### src/rtl/fpr_pkg.sv
// Shared types for the rounding unit.
// Assumes: the two-bit mode code is decoded only through this enum.
package fpr_pkg;

    typedef enum logic [1:0] {
        RND_NEAR_EVEN = 2'b00,
        RND_TO_ZERO   = 2'b01,
        RND_TO_POS    = 2'b10,
        RND_TO_NEG    = 2'b11
    } rnd_mode_e;

endpackage

### src/rtl/fpr_round_decide.sv
// Decides whether the kept significand is bumped by one ulp and forms the
// incremented significand, one bit wider so a carry-out stays visible.
// Assumes: the MSB of extra is the guard bit; the other extra bits are sticky.
module fpr_round_decide
    import fpr_pkg::*;
#(
    parameter int FRAC_W  = 23,
    parameter int EXTRA_W = 3
) (
    input  logic              sign,
    input  rnd_mode_e         mode,
    input  logic [FRAC_W:0]   sig,
    input  logic [EXTRA_W-1:0] extra,
    output logic              discard_nz,
    output logic [FRAC_W+1:0] rounded
);

    logic guard_bit;
    logic sticky_bit;
    logic bump;

    assign guard_bit  = extra[EXTRA_W-1];
    assign discard_nz = |extra;

    // With a single extra bit there is nothing below the guard.
    generate
        if (EXTRA_W > 1) begin : g_sticky
            assign sticky_bit = |extra[EXTRA_W-2:0];
        end else begin : g_no_sticky
            assign sticky_bit = 1'b0;
        end
    endgenerate

    // Increment decision per rounding direction.
    always_comb begin
        unique case (mode)
            RND_NEAR_EVEN: bump = guard_bit & (sticky_bit | sig[0]);
            RND_TO_ZERO:   bump = 1'b0;
            RND_TO_POS:    bump = discard_nz & ~sign;
            RND_TO_NEG:    bump = discard_nz & sign;
            default:       bump = 1'b0;
        endcase
    end

    // Apply the increment; bit FRAC_W+1 is the carry-out.
    assign rounded = {1'b0, sig} + {{(FRAC_W + 1){1'b0}}, bump};

endmodule

### src/rtl/fpr_pack.sv
// Renormalises a rounded significand, resolves the exponent, detects
// overflow and packs sign, exponent and fraction into one word.
// Assumes: exp_in of 0 carries a subnormal significand (leading bit 0 or a
// leading bit produced by rounding); exp_in above 0 carries leading bit 1.
module fpr_pack
    import fpr_pkg::*;
#(
    parameter int EXP_W  = 8,
    parameter int FRAC_W = 23
) (
    input  logic                    sign,
    input  rnd_mode_e               mode,
    input  logic [EXP_W-1:0]        exp_in,
    input  logic [FRAC_W+1:0]       rounded,
    input  logic                    discard_nz,
    output logic [EXP_W+FRAC_W:0]   word,
    output logic                    overflow,
    output logic                    inexact
);

    localparam logic [EXP_W:0]   EXP_LIMIT = {1'b0, {EXP_W{1'b1}}};
    localparam logic [EXP_W-1:0] EXP_INF   = {EXP_W{1'b1}};
    localparam logic [EXP_W-1:0] EXP_SAT   = {{(EXP_W - 1){1'b1}}, 1'b0};

    logic [EXP_W:0]    exp_eff;
    logic [EXP_W:0]    exp_next;
    logic [FRAC_W-1:0] frac_next;
    logic              saturate;

    // A subnormal sits at the same scale as exponent field 1.
    assign exp_eff = (exp_in == '0) ? {{EXP_W{1'b0}}, 1'b1} : {1'b0, exp_in};

    // Renormalise after a carry, or fall back to the subnormal field.
    always_comb begin
        if (rounded[FRAC_W+1]) begin
            exp_next  = exp_eff + 1'b1;
            frac_next = rounded[FRAC_W:1];
        end else if (rounded[FRAC_W]) begin
            exp_next  = exp_eff;
            frac_next = rounded[FRAC_W-1:0];
        end else begin
            exp_next  = '0;
            frac_next = rounded[FRAC_W-1:0];
        end
    end

    assign overflow = (exp_next >= EXP_LIMIT);
    assign inexact  = discard_nz | overflow;

    // Directions that never move away from zero clamp to the largest finite.
    assign saturate = (mode == RND_TO_ZERO)
                    | ((mode == RND_TO_POS) & sign)
                    | ((mode == RND_TO_NEG) & ~sign);

    // Final encoding.
    always_comb begin
        if (overflow && saturate) begin
            word = {sign, EXP_SAT, {FRAC_W{1'b1}}};
        end else if (overflow) begin
            word = {sign, EXP_INF, {FRAC_W{1'b0}}};
        end else begin
            word = {sign, exp_next[EXP_W-1:0], frac_next};
        end
    end

endmodule

### src/rtl/fp_round_unit.sv
// Rounding stage: rounds an unrounded floating-point value under one of four
// directions and registers the packed word and flags, one cycle of latency.
// Assumes: operands follow the encoding rules given in fpr_pack.
module fp_round_unit
    import fpr_pkg::*;
#(
    parameter int EXP_W   = 8,
    parameter int FRAC_W  = 23,
    parameter int EXTRA_W = 3
) (
    input  logic                      clk,
    input  logic                      rst_n,
    input  logic                      in_valid,
    input  logic [1:0]                in_mode,
    input  logic                      in_sign,
    input  logic [EXP_W-1:0]          in_exp,
    input  logic [FRAC_W:0]           in_sig,
    input  logic [EXTRA_W-1:0]        in_extra,
    output logic                      out_valid,
    output logic [EXP_W+FRAC_W:0]     out_word,
    output logic                      out_inexact,
    output logic                      out_overflow
);

    localparam int WORD_W = 1 + EXP_W + FRAC_W;

    rnd_mode_e         mode;
    logic              discard_nz;
    logic [FRAC_W+1:0] rounded;
    logic [WORD_W-1:0] word_c;
    logic              ovf_c;
    logic              inx_c;

    assign mode = rnd_mode_e'(in_mode);

    fpr_round_decide #(
        .FRAC_W  (FRAC_W),
        .EXTRA_W (EXTRA_W)
    ) u_decide (
        .sign       (in_sign),
        .mode       (mode),
        .sig        (in_sig),
        .extra      (in_extra),
        .discard_nz (discard_nz),
        .rounded    (rounded)
    );

    fpr_pack #(
        .EXP_W  (EXP_W),
        .FRAC_W (FRAC_W)
    ) u_pack (
        .sign       (in_sign),
        .mode       (mode),
        .exp_in     (in_exp),
        .rounded    (rounded),
        .discard_nz (discard_nz),
        .word       (word_c),
        .overflow   (ovf_c),
        .inexact    (inx_c)
    );

    // Output register: clear on reset, capture only on valid input.
    always_ff @(posedge clk) begin
        if (!rst_n) begin
            out_valid    <= 1'b0;
            out_word     <= '0;
            out_inexact  <= 1'b0;
            out_overflow <= 1'b0;
        end else begin
            out_valid <= in_valid;
            if (in_valid) begin
                out_word     <= word_c;
                out_inexact  <= inx_c;
                out_overflow <= ovf_c;
            end
        end
    end

endmodule

### config.mk
export PLATFORM = sky130hd
export DESIGN_NAME = fp_round_unit
export DESIGN_NICKNAME = d
export VERILOG_FILES = /design/src/rtl/fpr_pkg.sv /design/src/rtl/fpr_round_decide.sv /design/src/rtl/fpr_pack.sv /design/src/rtl/fp_round_unit.sv
export SDC_FILE = /design/constraint.sdc
export NUM_CORES = 1
export LEC_CHECK = 0
export ABC_AREA = 0
export BUFFER_PORTS_ARGS = -buffer_cell sky130_fd_sc_hd__buf_2
export CAP_MARGIN = 20
export CORE_ASPECT_RATIO = 0.9
export CORE_UTILIZATION = 36
export DETAILED_ROUTE_END_ITERATION = 8
export HOLD_SLACK_MARGIN = 0.02
export SYNTH_ARGS = -nofsm -noshare
export SYNTH_HDL_FRONTEND = slang
export SYNTH_HIERARCHICAL = 1
export SYNTH_SLANG_ARGS = --single-unit
### constraint.sdc
create_clock -name clk -period 7.95 [get_ports clk]
set_input_delay 0.3975 -clock clk [delete_from_list [all_inputs] [get_ports clk]]
set_output_delay 0.3975 -clock clk [all_outputs]
set_load 0.1 [all_outputs]
==> impl_metrics.env <==
export IMPL_status="complete, no violations"
export IMPL_dieArea_mm2=0.007783
export IMPL_syn_nets=335
export IMPL_overflow=0
export IMPL_critPathLaunchType="primary input"
export IMPL_rsz0062_at_grt="no"
export IMPL_root_buffer="clkbuf_8"
export IMPL_final_cell_mix="buf_2, mux2i_1, dfxtp_1"
export IMPL_maxCapViolations=0
export IMPL_setup_worst_path_start="in_sign"
export IMPL_crit_slowest_cell="or4_4"
export IMPL_r2r_end="out_word[13]"
export IMPL_post_route_period_util=0.4878
export IMPL_fin_crit_ns=3.878
export IMPL_ys_seq_area_frac=0.2618
export IMPL_synth_ff_type="dfxtp_1"
export IMPL_final_common_cell="buf_2"
export IMPL_crit_path_end="out_word[3]"
export IMPL_crit_path_max_fanout=29
export IMPL_insertion_delay_ns=0.28
export IMPL_h_tree_depth=2
export IMPL_grt_start_max_net_pins=36
export IMPL_synth_edff_count=0
export IMPL_cp_slowest_stage_delay_ns=0.55
export IMPL_yosys_warnings=6
export IMPL_netlist_area_leader_share=0.2618
export IMPL_clockBufferDepth=2
export IMPL_ctsHoldBuffers=0
export IMPL_r2r_cells=2
export IMPL_skew_ns=0
export IMPL_vdd_drop_max_uv=74.51
export IMPL_io_buffer_count=75
export IMPL_ctsResizeCount=0
export IMPL_drt_pass1_iterations=4
export IMPL_worst_pin_slew_ns=1.036
export IMPL_maxSlewHeadroom=0.3095
export IMPL_netlist_instances=291
export IMPL_cp_required_ns=8.17
export IMPL_grt_usage=0.1644
export IMPL_vias=2232
export IMPL_start_util=0.3763
export IMPL_critPathKind="in2reg"
export IMPL_gp_congestion=0.8691
export IMPL_synthArstFlopShare=0
export IMPL_p_total_uw=466.9
export IMPL_hold_viol_final=0
export IMPL_cts_setup_buffers=0
export IMPL_dp_hpwl_um=4483
export IMPL_fin_nets=403
export IMPL_wl_um=6006
export IMPL_clock_sinks=35
export IMPL_hold_path_class="in2reg"
export IMPL_avgSynthCellArea_um2=9.197
export IMPL_io_pins=76
export IMPL_fmax_mhz=257.9
export IMPL_syn_to_final_growth_pct=16.32
export IMPL_setup_tns_ns=0
export IMPL_rows=29
export IMPL_tritoncts="yes"
export IMPL_p_leak_nw=1.366
export IMPL_synth_area_leaders="dfxtp_1, mux2i_1, nor2b_1, a21oi_2, xnor2_1"
export IMPL_critical_path_arrival_ns=4.10
export IMPL_end_kind="register"
export IMPL_holdWs_ns=0.4135
export IMPL_routed_via_density=4.949
export IMPL_core_region_area_mm2=0.007112
export IMPL_cp_cell_sequence="buf_2, nand2_1, xor2_1, o211a_1, ha_1, ha_1, nand4_4, nor3_2, buf_4, or2_2, o211a_1, o31ai_1, or4_4, and2_1, buf_4, a21oi_1, mux2i_1, nor2b_1"
export IMPL_routedWlPerCell_um=13.32
export IMPL_remaining_drc_errors=0
export IMPL_powerDensity_mw_per_mm2=150.0
export IMPL_drive_above_1_share=0.3212
export IMPL_maxSlewViolCount=0
export IMPL_ys_seq_elements=35
export IMPL_die_w_um=92.89
export IMPL_die_h_um=83.80
export IMPL_antenna_found_initial=0
export IMPL_synth_area_mm2=0.002676
export IMPL_r2r_slack_ns=7.31
export IMPL_path_clk_slew_ns=0.06
export IMPL_grt_pass1_wl_um=10210
export IMPL_grt_pass1_vias=2174
export IMPL_setup_viol=0
export IMPL_ys_types=42
export IMPL_yosysTopAreaCell="dfxtp_1"
export IMPL_numCtsBuffers=5
export IMPL_antenna_left=0
export IMPL_r2r_start="out_word[13]"
export IMPL_dr_first_iter_drc_count=107
export IMPL_antennaDiodeCount=0
==> routing by layer <==
metal | wire length (um) | GRT usage
met5 | 0 | 0
met4 | 59 | 0.05035
met1 | 3062 | 0.2361
met3 | 337 | 0.03916
met2 | 2546 | 0.2406
==> Yosys cell counts (all sizes together) (2+ instances only) <==
cell    number
a21oi       24
nand4        6
nor2         6
and3         7
buf         12
and2         3
o31a         2
or4          3
and4         2
nand2       20
inv          8
xor2         8
nor3         7
nor4         3
nand3       12
o211a        2
dfxtp       35
nor2b       34
mux2i       58
ha           3
or3          3
xnor2       16
clkbuf       5
o211ai       2
==> where the power goes <==
part | internal [mW] | switching (mW) | leakage (nW) | total (mW)
Sequential | 0.185 | 0.00473 | 0.288 | 0.190
Clock | 0.0584 | 0.0601 | 0.0371 | 0.118
Combinational | 0.0434 | 0.115 | 1.04 | 0.158
Total | 0.287 | 0.180 | 1.37 | 0.467
==> per-stage QoR <==
step	setup slack, ns	utilization	area, um2	std cells
3_5_place_dp	3.753	0.4275	3040	445
2_1_floorplan	4.438	-	2676	291
5_1_grt	3.788	0.4377	3113	451
3_3_place_gp	3.886	0.4275	3040	445
6_report	4.072	0.4377	3113	451
4_1_cts	4.059	0.4377	3113	451
==> worst min-delay path by stage <==
stage,start,end,slack (ns),depth (start not counted)
after detailed placement,out_word[10],out_word[10],0.50,2
after global placement,out_inexact,out_inexact,0.50,2
after floorplan,rst_n,out_inexact,0.53,1
after CTS,in_sign,out_word[31],0.42,3
final,in_sign,out_word[31],0.41,3
after global routing,in_sign,out_word[31],0.47,3
==> flip-flops by register name, indices dropped and copies added, names as in the netlist <==
register and count:
out_valid 1, out_overflow 1, out_word 32, out_inexact 1
==> critical path: cells and delay by family <==
kind,cells,cell delay [ns]
adder cells (fa/ha/maj),2,0.48
multiplexers,1,0.09
XOR/XNOR,1,0.14
buffers and inverters,3,0.76
AND/OR/NAND/NOR,7,1.63
AO/OA/AOI/OAI,4,0.58
==> layout make-up <==
type	count	area, um2
Fill cell	736	3999
Multi-Input combinational cell	231	1795
Sequential cell	35	700.7
Timing Repair Buffer	78	397.9
Tap cell	93	116.4
Clock buffer	6	72.57
Inverter	8	30.03
==> cell families (layout without fill, tap and decap cells) <==
logic type / count (synthesis) / count (layout) / synth area share
adder cells (fa/ha/maj): 3 / 3 / 0.01403
AO/OA/AOI/OAI: 37 / 37 / 0.1136
XOR/XNOR: 24 / 24 / 0.07854
flip-flops: 35 / 35 / 0.2618
buffers and inverters: 25 / 92 / 0.06919
AND/OR/NAND/NOR: 108 / 108 / 0.2417
multiplexers: 59 / 59 / 0.2211
Power figures use the tool's default switching activity.
